**src/rtl/apd_pkg.sv**
```systemverilog
package apd_pkg;
   // Port treatment classes; the numeric codes are used in PORT_CLASS.
   typedef enum logic [2:0] {
      PC_GPIO      = 3'd0,
      PC_LOGIC_OUT = 3'd1,
      PC_ADDR_OUT  = 3'd2,
      PC_DATA      = 3'd3,
      PC_PERIPH    = 3'd4
   } port_class_e;

   localparam int PC_W = 3;

   // Classes that keep their level in power-down (hold) rather than float.
   function automatic logic class_holds(input logic [PC_W-1:0] cls);
      return (cls == PC_GPIO) || (cls == PC_LOGIC_OUT) || (cls == PC_ADDR_OUT);
   endfunction

   function automatic logic class_valid(input logic [PC_W-1:0] cls);
      return cls <= PC_PERIPH;
   endfunction
endpackage

```
**src/rtl/apd_cfg_regs.sv**
```systemverilog
module apd_cfg_regs #(
   parameter int N_CTL = 4,
   parameter int CFG_W = 4
) (
   input  logic             clk,
   input  logic             rst,
   input  logic             we,
   input  logic             sel,
   input  logic [CFG_W-1:0] wdata,
   output logic             en,
   output logic             clk_blk,
   output logic [N_CTL-1:0] ctl_mask
);
   if (CFG_W < 2 || CFG_W < N_CTL) begin : g_bad_w
      $error("apd_cfg_regs: CFG_W too narrow");
   end

   logic             en_q, clk_blk_q;
   logic [N_CTL-1:0] mask_q;

   always_ff @(posedge clk or posedge rst) begin
      if (rst) begin
         en_q      <= 1'b0;
         clk_blk_q <= 1'b0;
         mask_q    <= '0;
      end else if (we) begin
         if (!sel) begin
            en_q      <= wdata[0];
            clk_blk_q <= wdata[1];
         end else begin
            mask_q    <= wdata[N_CTL-1:0];
         end
      end
   end

   assign en       = en_q;
   assign clk_blk  = clk_blk_q;
   assign ctl_mask = mask_q;
endmodule

```
**src/rtl/apd_idle_timer.sv**
```systemverilog
module apd_idle_timer #(
   parameter int IDLE_CYCLES = 15,
   parameter int CNT_W       = $clog2(IDLE_CYCLES + 1)
) (
   input  logic clk,
   input  logic rst,
   input  logic strobe,
   input  logic csi_n,
   output logic as_edge,
   output logic csi_fall,
   output logic idle_done
);
   localparam logic [CNT_W-1:0] CNT_MAX  = CNT_W'(IDLE_CYCLES);
   localparam logic [CNT_W-1:0] CNT_TRIG = CNT_W'(IDLE_CYCLES - 1);

   if (IDLE_CYCLES < 2) begin : g_bad_idle
      $error("apd_idle_timer: IDLE_CYCLES must be at least 2");
   end
   if (CNT_W < $clog2(IDLE_CYCLES + 1)) begin : g_bad_cw
      $error("apd_idle_timer: CNT_W cannot hold IDLE_CYCLES");
   end

   logic             as_d, csi_d;
   logic [CNT_W-1:0] cnt_q;

   assign as_edge  = strobe ^ as_d;
   assign csi_fall = csi_d & ~csi_n;

   always_ff @(posedge clk or posedge rst) begin
      if (rst) begin
         as_d  <= 1'b0;
         csi_d <= 1'b1;
      end else begin
         as_d  <= strobe;
         csi_d <= csi_n;
      end
   end

   // Restart on any wake event, otherwise count up and stop at the limit.
   always_ff @(posedge clk or posedge rst) begin
      if (rst) begin
         cnt_q <= '0;
      end else if (as_edge || csi_fall) begin
         cnt_q <= '0;
      end else if (cnt_q != CNT_MAX) begin
         cnt_q <= cnt_q + 1'b1;
      end
   end

   // Threshold is met when the current edge completes the idle interval.
   assign idle_done = (cnt_q >= CNT_TRIG);

   AST_CNT_SATURATES: assert property (@(posedge clk) disable iff (rst)
      cnt_q <= CNT_MAX) else $error("idle counter beyond limit");
   AST_CNT_NO_WRAP: assert property (@(posedge clk) disable iff (rst)
      (cnt_q == CNT_MAX && !as_edge && !csi_fall) |=> cnt_q == CNT_MAX)
      else $error("idle counter left saturation without wake");
endmodule

```
**src/rtl/apd_pd_state.sv**
```systemverilog
module apd_pd_state (
   input  logic clk,
   input  logic rst,
   input  logic en,
   input  logic idle_done,
   input  logic as_edge,
   input  logic csi_fall,
   output logic pd
);
   typedef enum logic {ST_RUN = 1'b0, ST_DOWN = 1'b1} pd_state_e;

   pd_state_e st_q, st_d;
   logic      wake;

   assign wake = as_edge | csi_fall;

   always_comb begin
      st_d = st_q;
      unique case (st_q)
         ST_RUN:  if (en && idle_done && !wake) st_d = ST_DOWN;
         ST_DOWN: if (!en || wake)              st_d = ST_RUN;
         default: st_d = ST_RUN;
      endcase
   end

   always_ff @(posedge clk or posedge rst) begin
      if (rst) st_q <= ST_RUN;
      else     st_q <= st_d;
   end

   assign pd = (st_q == ST_DOWN);

   AST_WAKE_ON_STROBE: assert property (@(posedge clk) disable iff (rst)
      as_edge |=> !pd) else $error("strobe change did not wake");
   AST_WAKE_ON_CSI: assert property (@(posedge clk) disable iff (rst)
      csi_fall |=> !pd) else $error("chip-select fall did not wake");
   AST_NO_ENTRY_DISABLED: assert property (@(posedge clk) disable iff (rst)
      !en |=> !pd) else $error("power-down while disabled");
   AST_ENTRY_AFTER_IDLE: assert property (@(posedge clk) disable iff (rst)
      $rose(pd) |-> $past(idle_done) && $past(en))
      else $error("power-down entered early");
endmodule

```
**src/rtl/apd_port_ctl.sv**
```systemverilog
module apd_port_ctl
   import apd_pkg::*;
#(
   parameter logic [PC_W-1:0] CLS = PC_GPIO
) (
   input  logic pd,
   input  logic oe_req,
   output logic oe,
   output logic hold
);
   if (!class_valid(CLS)) begin : g_bad_cls
      $error("apd_port_ctl: unknown port class");
   end

   if (class_holds(CLS)) begin : g_hold
      // Level kept: driver stays on, output latched at its last value.
      assign oe   = oe_req;
      assign hold = pd;
   end else begin : g_float
      // Data and peripheral ports release the pins.
      assign oe   = oe_req & ~pd;
      assign hold = 1'b0;
   end
endmodule

```
**src/rtl/apd_ctrl.sv**
```systemverilog
module apd_ctrl
   import apd_pkg::*;
#(
   parameter int IDLE_CYCLES = 15,
   parameter int AD_W        = 8,
   parameter int N_CTL       = 4,
   parameter int N_MEM       = 3,
   parameter int N_PORT      = 5,
   parameter logic [PC_W*N_PORT-1:0] PORT_CLASS =
      {PC_PERIPH, PC_DATA, PC_ADDR_OUT, PC_LOGIC_OUT, PC_GPIO},
   localparam int CFG_W = (N_CTL > 2) ? N_CTL : 2
) (
   input  logic              clk_in,
   input  logic              rst,
   input  logic              as_strobe,
   input  logic              csi_n,
   input  logic              cfg_we,
   input  logic              cfg_sel,
   input  logic [CFG_W-1:0]  cfg_wdata,
   input  logic [AD_W-1:0]   mcu_ad,
   input  logic [N_CTL-1:0]  mcu_ctl,
   input  logic [N_PORT-1:0] port_oe_req,
   output logic              pd_flag,
   output logic [N_MEM-1:0]  mem_stby,
   output logic              bus_iso,
   output logic [AD_W-1:0]   int_ad,
   output logic [N_CTL-1:0]  logic_ctl,
   output logic              logic_clk_en,
   output logic [N_PORT-1:0] port_oe,
   output logic [N_PORT-1:0] port_hold
);
   localparam int CNT_W = $clog2(IDLE_CYCLES + 1);

   if (AD_W < 1 || N_CTL < 1 || N_MEM < 1 || N_PORT < 1) begin : g_bad_dim
      $error("apd_ctrl: every width and count must be positive");
   end

   logic             en, clk_blk, pd;
   logic [N_CTL-1:0] ctl_mask;
   logic             as_edge, csi_fall, idle_done;

   apd_cfg_regs #(.N_CTL(N_CTL), .CFG_W(CFG_W)) i_cfg (
      .clk      (clk_in),
      .rst      (rst),
      .we       (cfg_we),
      .sel      (cfg_sel),
      .wdata    (cfg_wdata),
      .en       (en),
      .clk_blk  (clk_blk),
      .ctl_mask (ctl_mask)
   );

   // Runs on the raw input clock: the logic-array clock block never reaches it.
   apd_idle_timer #(.IDLE_CYCLES(IDLE_CYCLES), .CNT_W(CNT_W)) i_timer (
      .clk       (clk_in),
      .rst       (rst),
      .strobe    (as_strobe),
      .csi_n     (csi_n),
      .as_edge   (as_edge),
      .csi_fall  (csi_fall),
      .idle_done (idle_done)
   );

   apd_pd_state i_state (
      .clk       (clk_in),
      .rst       (rst),
      .en        (en),
      .idle_done (idle_done),
      .as_edge   (as_edge),
      .csi_fall  (csi_fall),
      .pd        (pd)
   );

   assign pd_flag      = pd;
   assign bus_iso      = pd;
   assign int_ad       = pd ? '0 : mcu_ad;
   assign logic_clk_en = ~(pd & clk_blk);

   for (genvar m = 0; m < N_MEM; m++) begin : g_mem
      assign mem_stby[m] = pd;
   end

   for (genvar c = 0; c < N_CTL; c++) begin : g_ctl
      assign logic_ctl[c] = mcu_ctl[c] & ~(pd & ctl_mask[c]);
   end

   for (genvar p = 0; p < N_PORT; p++) begin : g_port
      apd_port_ctl #(.CLS(PORT_CLASS[PC_W*p +: PC_W])) i_port (
         .pd     (pd),
         .oe_req (port_oe_req[p]),
         .oe     (port_oe[p]),
         .hold   (port_hold[p])
      );
   end

   AST_STBY_MATCHES_ISO: assert property (@(posedge clk_in) disable iff (rst)
      (mem_stby == '0) || (&mem_stby && bus_iso))
      else $error("standby and isolation disagree");
endmodule

```
**config.mk**
```make
export PLATFORM = sky130hd
export DESIGN_NAME = apd_ctrl
export DESIGN_NICKNAME = d
export VERILOG_FILES = /design/src/rtl/apd_pkg.sv /design/src/rtl/apd_cfg_regs.sv /design/src/rtl/apd_idle_timer.sv /design/src/rtl/apd_pd_state.sv /design/src/rtl/apd_port_ctl.sv /design/src/rtl/apd_ctrl.sv
export SDC_FILE = /design/constraint.sdc
export NUM_CORES = 1
export LEC_CHECK = 0
export BUFFER_PORTS_ARGS = -buffer_cell sky130_fd_sc_hd__buf_2
export CORE_MARGIN = 4
export CORE_UTILIZATION = 35
export DETAILED_ROUTE_END_ITERATION = 16
export PLACE_DENSITY_LB_ADDON = 0.05
export SYNTH_ARGS = -nofsm -noshare
export SYNTH_HDL_FRONTEND = slang
export SYNTH_SLANG_ARGS = --single-unit
```
**constraint.sdc**
```tcl
create_clock -name clk_in -period 1.3 [get_ports clk_in]
set_clock_uncertainty 0.15 [all_clocks]
set_input_delay 0 -clock clk_in [delete_from_list [all_inputs] [get_ports clk_in]]
set_output_delay 0 -clock clk_in [all_outputs]
set_load 0.02 [all_outputs]
```
== Yosys cells after proc, flatten, opt, wreduce, memory -nomap -nowiden ==
Cells that the tools add are included.

* Bitwise logic cells: 22
* Order comparisons: 1
* Eq/ne operators: 1
* Reductions and logical operators: 9
* Add/subtract/negate cells: 1
* Mux-type cells: 6

{| class="wikitable"
|+ Operators with widths
! operator !! number
|-
| bitwise AND 1 bit || 12
|-
| two-way mux 4 bit || 2
|-
| two-way mux 8 bit || 1
|-
| inverter 1 bit || 8
|-
| adder 4 x 1 -> 4 bit, second input constant || 1
|-
| greater-or-equal comparator 4 bit, second input constant || 1
|-
| != test 4 bit, second input constant || 1
|-
| AND reduction 2 bit || 2
|-
| logical AND 1 bit || 2
|-
| zero test 1 bit || 2
|-
| logical OR 1 bit || 2
|-
| two-way mux 1 bit || 2
|-
| case mux 1 bit (2 select lines) || 1
|-
| nonzero test 2 bit || 1
|-
| bitwise OR 1 bit || 1
|-
| bitwise XOR 1 bit || 1
|}

* Bits of input ports: 27
* Register bits after elaboration: 13
* Output and inout bits: 28

== Longest topological paths before layout ==
Gate-level depths: netlist (run 1).

* Word-level depth: 7
* Mapped depth: 5
* Depth with buffers taken out: 5

== By module ==
A second synthesis (run 1) with hierarchy kept.

* Cells, all modules: 76
* Area, all modules: 880.8 sq um

{| class="wikitable"
|+ By module, submodules not included
! module !! cells each !! instances !! area an instance (sq um) !! sequential area each (sq um)
|-
| apd_idle_timer || 27 || 1 || 330.3 || 151.4
|-
| apd_cfg_regs || 15 || 1 || 251.5 || 150.1
|-
| apd_ctrl || 18 || 1 || 156.4 || 0.0
|-
| apd_port_ctl at g_port[3].i_port ... || 3 || 2 || 25.0 || 0.0
|-
| apd_pd_state || 4 || 1 || 47.5 || 25.0
|-
| apd_port_ctl at g_port[0].i_port ... || 2 || 3 || 15.0 || 0.0
|}

== Worst setup path after synthesis (run 1) ==
No wires, ideal clock.

* Kind: reg-to-output
* From: register i_state.st_q (netlist: i_state.pd)
* To: output port logic_ctl[0]
* Arrival: 1.296 ns
* Stages on the path, launching flop included: 3
* Path slack: -0.146 ns
* Cells stage by stage: dfrtp_1 > buf_2 > a21boi_0

* Word-level cells in the longest chain between the ends: 3

{| class="wikitable"
|+ RTL lines
! what !! line !! RTL
|-
| from (decl) || apd_pd_state.sv:12 || <nowiki>pd_state_e st_q, st_d;</nowiki>
|-
| from (signal assigned) || apd_pd_state.sv:28 || <nowiki>else st_q <= st_d;</nowiki>
|-
| bitwise AND 1 bit || apd_ctrl.sv:84 || <nowiki>assign logic_ctl[c] = mcu_ctl[c] & ~(pd & ctl_mask[c]);</nowiki>
|-
| inverter 1 bit || apd_ctrl.sv:84 ||
|-
| bitwise AND 1 bit || apd_ctrl.sv:84 ||
|-
| to (decl) || apd_ctrl.sv:27 || <nowiki>output logic [N_CTL-1:0] logic_ctl,</nowiki>
|}

No other way between the ends.

== Worst setup path after layout (run 1) ==
* From: register i_state.st_q (netlist: i_state.pd)
* To: output port int_ad[0]

* Word-level cells in the longest chain between the ends: 1

{| class="wikitable"
|+ RTL lines
! what !! line !! RTL
|-
| two-way mux 8 bit || apd_ctrl.sv:76 || <nowiki>assign int_ad = pd ? '0 : mcu_ad;</nowiki>
|-
| to (decl) || apd_ctrl.sv:26 || <nowiki>output logic [AD_W-1:0] int_ad,</nowiki>
|}

No other way between the ends.

==> results.sh, run 1 <==
export IMPL_power_frac_comb=0.268
export IMPL_antenna_found_initial=0
export IMPL_status="finished with violations"
export IMPL_worstHoldPathCells=3
export IMPL_worstPathArrival_ns=1.18
export IMPL_p_int_uw=712
export IMPL_clkLatencyLatePin_ns=0.27
export IMPL_slew_violations=0
export IMPL_cts_sinks=13
export IMPL_cts_buffers=3
export IMPL_wirelength_mm=1.85
export IMPL_final_util=0.606
export IMPL_synth_common_cells="buf_4 (14), dfrtp_1 (12), nor2b_1 (9), mux2_2 (6), nor2_1 (5)"
export IMPL_area_growth_pct=59.6
export IMPL_cts_clk_slew_worst_paths_ns=0.08
export IMPL_synth_cell_type_count=23
export IMPL_cts_tree="done"
export IMPL_min_from="cfg_we"
export IMPL_placed_cells=136
export IMPL_whs_ns=0.0504
export IMPL_rrSetupSlack_ns=0.01
export IMPL_swShare=0.273
export IMPL_synth_flop_cell="dfrtp_1"
export IMPL_endpoint_kind="primary output"
export IMPL_fin_area_um2=1210
export IMPL_power_leakage_nw=0.624
export IMPL_path_class="reg2out"
export IMPL_powerDensity_nw_per_um2=808
export IMPL_io_pins=55
export IMPL_start_kind="flip-flop"
export IMPL_nets=160
export IMPL_synth_edf_count=0
export IMPL_ys_seq_elements=13
export IMPL_required_ns=1.15
export IMPL_synth_avg_cell_area_um2=10.1
export IMPL_stdcell_count=157
export IMPL_drt_pass1_iter_count=3
export IMPL_via_per_inst=4.46
export IMPL_grt_pass1_wl_mm=2.37
export IMPL_hold_class="in2reg"
export IMPL_grt_overflow=0
export IMPL_period_share=1.02
export IMPL_drv_cap=0
export IMPL_max_freq_mhz=753
export IMPL_final_setup_viol_count=3
export IMPL_drt_initial_drc_count=2
export IMPL_synth_area_um2=759
export IMPL_yosys_area_top_type="dfrtp_1"
export IMPL_die_area_um2=2980
export IMPL_start_util=0.379
export IMPL_hold_end="i_cfg.ctl_mask[1]$_DFFE_PP0P_"
export IMPL_hold_viol_final=0
export IMPL_setup_ws_ns=-0.0277
export IMPL_p_seq_frac=0.486
export IMPL_die_y_um=54.6
export IMPL_dp_hpwl_mm=1.18
export IMPL_post_place_ws_ns=0.0114
export IMPL_grt_usage=0.114
export IMPL_n_antenna_cell=0
export IMPL_vdd_drop_max_mv=0.711
export IMPL_place_congestion=0.684
export IMPL_drc=0
export IMPL_antenna_left=0
export IMPL_rsz0062_at_grt="true"
export IMPL_grt_pass1_vias=576
export IMPL_fin_crit_ns=1.33
export IMPL_failed_checks="setup timing"
export IMPL_io_buffers=46
export IMPL_vias=700
export IMPL_cts_buffer_depth=2
export IMPL_tns_ns=-0.0330
export IMPL_coreArea_um2=2000
export IMPL_ys_warn_count=0
export IMPL_drive_above_1_share=0.554
export IMPL_synthArstFlopShare=1.00
export IMPL_p_switching_uw=268
export IMPL_root_buffer="clkbuf_4"
export IMPL_dpl_cell_area_um2=932
export IMPL_fp_dieW_um=54.6
export IMPL_grt_max_degree=14
export IMPL_htreeDepth=1
export IMPL_routedWlPerCell_um=11.8
export IMPL_synth_area_top_cells="dfrtp_1 (40%), buf_4 (14%), mux2_2 (8.9%), nor2b_1 (7.4%), a21boi_0 (4.0%)"
export IMPL_r2r_end="i_state.pd$_DFF_PP0_"
export IMPL_reg2reg_depth=5
export IMPL_syn_instance_count=75
export IMPL_cp_max_fo=7
export IMPL_synth_most_common_cell="buf_4"
export IMPL_synth_seq_area_share=0.430
export IMPL_power_frac_clock=0.246
export IMPL_power_total_uw=979
export IMPL_rows=16
export IMPL_yosysTopAreaCellShare=0.395
export IMPL_r2r_start="i_timer.cnt_q[0]$_DFFE_PP0P_"
==> worst max-delay path: stages, from the launching register on <==
cell     delay [ns]
dfrtp_2        0.44
buf_12         0.14
and2b_1        0.20
buf_6          0.12
==> worst max-delay path by stage <==
stage                                       startpoint                            to  slack [ns]
after floorplan                   i_state.pd$_DFF_PP0_                  logic_ctl[0]       -0.15
after CTS                         i_state.pd$_DFF_PP0_                     int_ad[2]       -0.03
after global placement    i_timer.cnt_q[1]$_DFFE_PP0P_          i_state.pd$_DFF_PP0_        0.04
after detailed placement  i_timer.cnt_q[1]$_DFFE_PP0P_  i_timer.cnt_q[1]$_DFFE_PP0P_        0.01
after global routing              i_state.pd$_DFF_PP0_                     int_ad[0]       -0.06
final                             i_state.pd$_DFF_PP0_                     int_ad[0]       -0.03
==> cell families (layout without fill, tap and decap cells) <==
| group | Yosys count | after routing | share of synthesized area |
|---|---|---|---|
| AOI/OAI and AO/OA | 9 | 9 | 0.0840 |
| xor gates and xnor gates | 2 | 2 | 0.0231 |
| adders and majority gates | 2 | 2 | 0.0329 |
| buffers and inverters | 18 | 72 | 0.160 |
| DFF | 13 | 13 | 0.430 |
| muxes | 6 | 6 | 0.0890 |
| other | 1 | 2 | 0.00494 |
| and+or+nand+nor | 24 | 24 | 0.176 |
==> repair_timing <==
| item | CTS | global route |
|---|---|---|
| gates resized for setup | 10 | 24 |
| gates cloned | 0 | 0 |
| endpoints found under the setup margin | 24 | 23 |
| setup buffers | 5 | 1 |
| hold buffers | 11 | 0 |
| endpoints found under the hold margin | 25 | 0 |
| pin swaps | 0 | 3 |
==> final cells by class <==
cell class	instances	area, µm²
inverter	3	11.3
sequential	13	328
timing repair buffer	65	467
multi-input combinational	45	347
tap	27	33.8
fill	176	790
clock buffer	4	26.3
==> placed cells by master (no fill, tap or decap), types with 3 or more instances in the layout <==
cell / Yosys / routed
nand2_1: 3 / 3
nor2b_1: 9 / 9
buf_6: 0 / 5
buf_4: 14 / 16
nor2_1: 5 / 5
clkbuf_4: 0 / 3
mux2_2: 6 / 6
dlygate4sd3_1: 0 / 11
dfrtp_1: 12 / 11
inv_1: 3 / 3
buf_2: 1 / 32
==> power by group through the flow <==
stage               registers, mW  logic [mW]  clock network [mW]
floorplan                   0.472       0.134                   0
global placement            0.475       0.188                   0
detailed placement          0.477       0.190                   0
CTS                         0.468       0.241               0.252
global route                0.481       0.287               0.272
finish                      0.476       0.263               0.241
==> layer usage <==
metal	track usage	vias up	share of wire
met5	0	-	0
met3	0.0518	2	0.14
met1	0.122	314	0.37
met4	0.0249	0	0.0054
met2	0.201	43	0.49
li1	-	341	-
==> sequential cells by signal, indices dropped and copies added, names as in the netlist <==
name / cells
i_cfg.ctl_mask: 4
i_timer.cnt_q: 4
i_cfg.clk_blk: 1
i_cfg.en: 1
i_state.pd: 1
i_timer.as_d: 1
i_timer.csi_d: 1
(Power assumes the default switching activity.)
==> run 2, diff against run 1 <==
CORE_UTILIZATION = 38   (was 35)
SYNTH_HIERARCHICAL = 1   (was not set)
==> results.sh, run 2 <==
export IMPL_status="finished with violations"
export IMPL_failed_checks="setup timing"
export IMPL_setup_ws_ns=-0.0000837
export IMPL_mostFrequentLayoutCell="buf_2"
export IMPL_grt_overflow=0
export IMPL_power_frac_comb=0.298
export IMPL_coreArea_um2=2210
export IMPL_fin_crit_ns=1.30
export IMPL_io_pins=55
export IMPL_post_place_ws_ns=-0.0209
export IMPL_tns_ns=-0.0000837
export IMPL_area_growth_pct=55.1
export IMPL_dp_hpwl_mm=1.36
export IMPL_drc=0
export IMPL_vias=708
export IMPL_wirelength_mm=1.88
export IMPL_drt_pass1_iter_count=4
export IMPL_placed_cells=143
export IMPL_antenna_found_initial=0
export IMPL_yosys_area_share_simple=0.220
export IMPL_cts_tree="done"
export IMPL_synth_area_top_cells="dfrtp_1 (34%), buf_4 (10%), mux2_4 (6.8%), nor2b_2 (6.0%), a21boi_2 (5.1%)"
export IMPL_hold_class="in2reg"
export IMPL_ys_warn_count=6
export IMPL_final_setup_viol_count=1
export IMPL_via_per_inst=4.40
export IMPL_synth_area_um2=881
export IMPL_drt_initial_drc_count=11
export IMPL_ys_seq_elements=13
export IMPL_synth_seq_area_share=0.371
export IMPL_place_congestion=0.722
export IMPL_slew_violations=0
export IMPL_p_switching_uw=293
export IMPL_vdd_drop_max_mv=0.561
export IMPL_powerDensity_nw_per_um2=759
export IMPL_start_kind="flip-flop"
export IMPL_synth_xor_area_share=0.00994
export IMPL_hold_viol_final=0
export IMPL_cts_buffers=3
export IMPL_endpoint_kind="flip-flop"
export IMPL_die_y_um=56.1
export IMPL_worstPathArrival_ns=1.32
export IMPL_synthArstFlopShare=1.00
export IMPL_n_antenna_cell=0
export IMPL_synth_flop_cell="dfrtp_1"
export IMPL_rows=17
export IMPL_power_frac_clock=0.238
export IMPL_io_buffers=46
export IMPL_antenna_left=0
export IMPL_drive_above_1_share=0.677
export IMPL_cp_max_fo=4
export IMPL_yosysTopAreaCellShare=0.341
export IMPL_required_ns=1.32
export IMPL_p_seq_frac=0.464
export IMPL_syn_nets=105
export IMPL_yosys_area_share_adder=0.0284
export IMPL_p_int_uw=744
export IMPL_path_class="reg2reg"
export IMPL_synth_compound_area_frac=0.124
export IMPL_grt_usage=0.123
export IMPL_rrSetupSlack_ns=-0.00008
export IMPL_period_share=1.00
export IMPL_drv_cap=0
export IMPL_yosys_area_top_type="dfrtp_1"
export IMPL_htreeDepth=1
export IMPL_mostFrequentLayoutCells="buf_2 (32), buf_4 (17), dlygate4sd3_1 (12)"
export IMPL_max_freq_mhz=769
export IMPL_synthMuxAreaShare=0.0938
export IMPL_rsz0062_at_grt="true"
export IMPL_cts_clk_slew_worst_paths_ns=0.08
export IMPL_nets=163
export IMPL_synth_top_family_by_area="simple AND/OR/NAND/NOR gates"
export IMPL_fp_dieW_um=56.1
export IMPL_swShare=0.283
export IMPL_stdcell_count=161
export IMPL_synth_cell_type_count=29
export IMPL_synth_edf_count=0
export IMPL_cts_sinks=13
export IMPL_power_leakage_nw=0.693
export IMPL_routedWlPerCell_um=11.7
export IMPL_clkLatencyLatePin_ns=0.27
export IMPL_cts_buffer_depth=2
export IMPL_grt_pass1_wl_mm=3.12
export IMPL_syn_instance_count=76
export IMPL_synth_common_cells="buf_4 (12), dfrtp_1 (12), nor2b_2 (6)"
export IMPL_synth_avg_cell_area_um2=11.6
export IMPL_grt_max_degree=14
export IMPL_multi_input_area_um2=485
export IMPL_root_buffer="clkbuf_4"
export IMPL_regArea_um2=329
export IMPL_die_area_um2=3150
export IMPL_start_util=0.398
export IMPL_fillers=188
export IMPL_grt_pass1_vias=705
## run 2: cell types whose count changed after synthesis, moves of 3 or more
| cell | change |
|---|---|
| nor2b_2 | +6 |
| mux2_2 | -6 |
| a21boi_0 | -4 |
| nor2b_1 | -7 |
| mux2_4 | +4 |
| a21boi_2 | +4 |
| nor2_1 | -3 |
## run 2: kinds of logic (layout without fill, tap and decap cells)
logic type | Yosys count | count (layout)
compound gates | 11 | 11
xor+xnor | 1 | 1
fa+ha+maj | 2 | 2
buf+inv | 18 | 75
flops | 13 | 13
mux | 6 | 6
other cells | 2 | 2
simple gates | 23 | 23
## run 2: power groups by stage
stage	combinational (mW)	sequential, mW	clock (mW)
after floorplan	0.166	0.477	0
after global placement	0.233	0.482	0
after detailed placement	0.235	0.483	0
after CTS	0.283	0.474	0.259
after global routing	0.339	0.487	0.283
final	0.309	0.481	0.247
## run 2: stage by stage
step	util	hold slack, ns	power (mW)	instance area (µm²)
after floorplan	-	-0.421	0.643	883
after global placement	0.492	-0.296	0.715	1090
after detailed placement	0.492	-0.294	0.717	1090
after CTS	0.581	0.00632	1.02	1290
after global routing	0.618	0.00503	1.11	1370
final	0.618	0.0117	1.04	1370
## run 2: cell type report
| type | count | share of cell area |
|---|---|---|
| Clock buffer | 4 | 0.0192 |
| Inverter | 4 | 0.0110 |
| Multi-Input combinational cell | 45 | 0.355 |
| Sequential cell | 13 | 0.241 |
| Tap cell | 28 | 0.0256 |
| Timing Repair Buffer | 67 | 0.348 |
## run 2: path summary, 6_finish.rpt
path	start	cells after the start	end
min in group asynchronous	rst	3	i_timer/cnt_q[0]$_DFFE_PP0P_
worst max register to register	i_timer/cnt_q[1]$_DFFE_PP0P_	3	i_timer/cnt_q[3]$_DFFE_PP0P_
max in group asynchronous	rst	4	i_state/pd$_DFF_PP0_
worst min register to register	i_cfg/en$_DFFE_PP0P_	1	i_cfg/en$_DFFE_PP0P_
worst min-delay path	cfg_we	3	i_cfg/ctl_mask[3]$_DFFE_PP0P_
worst max-delay path	i_timer/cnt_q[1]$_DFFE_PP0P_	3	i_timer/cnt_q[3]$_DFFE_PP0P_
## run 2: worst max-delay path, stage by stage (launching register included)
cell and delay, ns:
dfrtp_2 0.46, buf_6 0.14, and3_4 0.18, a2111oi_4 0.27
## run 2: repair_timing
action | CTS | global route
gates resized for setup | 13 | 17
pin swaps | 0 | 3
setup buffers | 2 | 0
endpoints found under the setup margin | 27 | 19
hold endpoints to repair | 24 | 0
hold buffers | 12 | 0
## run 2: routing by layer
metal	routed length (µm)	vias up	global-route usage
li1	-	356	-
met1	773	310	0.157
met2	887	40	0.195
met3	204	2	0.0302
met4	17	0	0.0508
met5	0	-	0
==> run 3, diff against run 2 <==
CORE_UTILIZATION = 42   (was 38)
PLACE_DENSITY = 0.82   (was not set)
PLACE_DENSITY_LB_ADDON = not set   (was 0.05)
RECOVER_POWER = 50   (was not set)
clock period = 1.4 ns   (was 1.3 ns; I/O delays follow)
==> results.sh, run 3 (synthesized netlist as in run 2, its figures left out) <==
export IMPL_status="finished clean"
export IMPL_antenna_left=0
export IMPL_drt_pass1_iter_count=4
export IMPL_mostFrequentLayoutCell="buf_2"
export IMPL_vias=732
export IMPL_rsz0062_at_grt="true"
export IMPL_path_delay_family="flip-flops"
export IMPL_fin_crit_ns=1.34
export IMPL_path_class="reg2reg"
export IMPL_required_ns=1.42
export IMPL_cts_tree="done"
export IMPL_crit_path_cell_trace="ha_4, and3b_2, nor4_2"
export IMPL_grt_usage=0.146
export IMPL_drt_initial_drc_count=14
export IMPL_n_antenna_cell=0
export IMPL_stdcell_count=158
export IMPL_nets=161
export IMPL_via_per_inst=4.63
export IMPL_die_y_um=53.8
export IMPL_area_growth_pct=42.6
export IMPL_wirelength_mm=2.15
export IMPL_slowest_delay_ns=0.47
export IMPL_power_leakage_nw=0.643
export IMPL_worstPathArrival_ns=1.37
export IMPL_dp_hpwl_mm=1.54
export IMPL_grt_pass1_wl_mm=3.08
export IMPL_drc=0
export IMPL_htreeDepth=1
export IMPL_critPathBufInv=0
export IMPL_max_freq_mhz=744
export IMPL_start_kind="flip-flop"
export IMPL_final_setup_viol_count=0
export IMPL_coreArea_um2=1980
export IMPL_fillers=167
export IMPL_hold_class="in2reg"
export IMPL_grt_max_degree=15
export IMPL_whs_ns=0.0541
export IMPL_die_area_um2=2890
export IMPL_fin_area_um2=1260
export IMPL_cts_buffer_depth=2
export IMPL_slowest_stage="dfrtp_2"
export IMPL_setup_ws_ns=0.0553
export IMPL_dpl_cell_area_um2=1070
export IMPL_root_buffer="clkbuf_4"
export IMPL_slew_violations=0
export IMPL_mostFrequentLayoutCells="buf_2 (41), dlygate4sd3_1 (12), dfrtp_1 (11)"
export IMPL_cts_buffers=3
export IMPL_placed_cells=140
export IMPL_drv_cap=0
export IMPL_grt_pass1_vias=655
export IMPL_fp_dieW_um=53.8
export IMPL_io_buffers=46
export IMPL_start_util=0.444
export IMPL_vdd_drop_max_mv=0.707
export IMPL_grt_overflow=0
export IMPL_hold_viol_final=0
export IMPL_period_share=0.960
export IMPL_io_pins=55
export IMPL_post_place_ws_ns=-0.0278
export IMPL_rrSetupSlack_ns=0.06
export IMPL_endpoint_kind="flip-flop"
export IMPL_cts_sinks=13
export IMPL_antenna_found_initial=0
export IMPL_powerDensity_nw_per_um2=750
export IMPL_clkLatencyLatePin_ns=0.26
export IMPL_cp_max_fo=7
export IMPL_drive_above_1_share=0.603
export IMPL_routedWlPerCell_um=13.6
export IMPL_rows=16
export IMPL_place_congestion=0.789
export IMPL_cts_clk_slew_worst_paths_ns=0.08
-- run 3: changes by cell type in the layout (fill, tap and decap cells not counted), sizes merged --
| cell | before | now |
|---|---|---|
| buf | 55 | 50 |
| clkbuf | 4 | 7 |
-- run 3: area by class of cell --
cell class / count / area (µm²) / share of cell area
Timing Repair Buffer: 65 / 404 / 0.322
Multi-Input combinational cell: 45 / 449 / 0.358
Tap cell: 27 / 33.8 / 0.0269
Sequential cell: 13 / 328 / 0.261
Clock buffer: 4 / 26.3 / 0.0209
Inverter: 4 / 15.0 / 0.0120
-- run 3: metrics by stage --
| step | util | TNS [ns] | power, mW |
|---|---|---|---|
| CTS | 0.621 | 0 | 0.933 |
| global placement | 0.540 | 0 | 0.652 |
| finish | 0.634 | 0 | 0.942 |
| global route | 0.634 | -0.00652 | 1.00 |
| detailed placement | 0.540 | -0.0631 | 0.668 |
| floorplan | - | 0 | 0.597 |
-- run 3: metal layers --
metal | up-vias | track usage | share of wire
met5 | - | 0 | 0
met2 | 33 | 0.256 | 0.52
met1 | 343 | 0.182 | 0.40
li1 | 356 | - | -
met3 | 0 | 0.0277 | 0.078
met4 | 0 | 0.0383 | 0
-- run 3: where the power goes --
group | internal (mW) | switching, mW
combinational | 0.145 | 0.122
clock | 0.110 | 0.114
sequential | 0.414 | 0.0368
-- run 3: worst reg2reg max path, stage by stage, from the launching register on --
cell,delay [ns]
dfrtp_2,0.47
ha_4,0.21
and3b_2,0.21
nor4_2,0.21
-- run 3: final timing paths --
path | start | end | cells past startpoint
min | cfg_we | i_cfg/clk_blk$_DFFE_PP0P_ | 3
max | i_timer/cnt_q[1]$_DFFE_PP0P_ | i_timer/cnt_q[2]$_DFFE_PP0P_ | 3
max reg2reg | i_timer/cnt_q[1]$_DFFE_PP0P_ | i_timer/cnt_q[2]$_DFFE_PP0P_ | 3
min reg2reg | i_cfg/clk_blk$_DFFE_PP0P_ | i_cfg/clk_blk$_DFFE_PP0P_ | 1
max in group asynchronous | rst | i_state/pd$_DFF_PP0_ | 4
min in group asynchronous | rst | i_cfg/ctl_mask[3]$_DFFE_PP0P_ | 3
-- run 3: what timing repair did --
item,in CTS,in global routing
pin swaps,0,2
setup endpoints to repair,4,6
buffers inserted,1,1
hold buffers,12,0
hold endpoints to repair,24,0
resized for setup,2,7
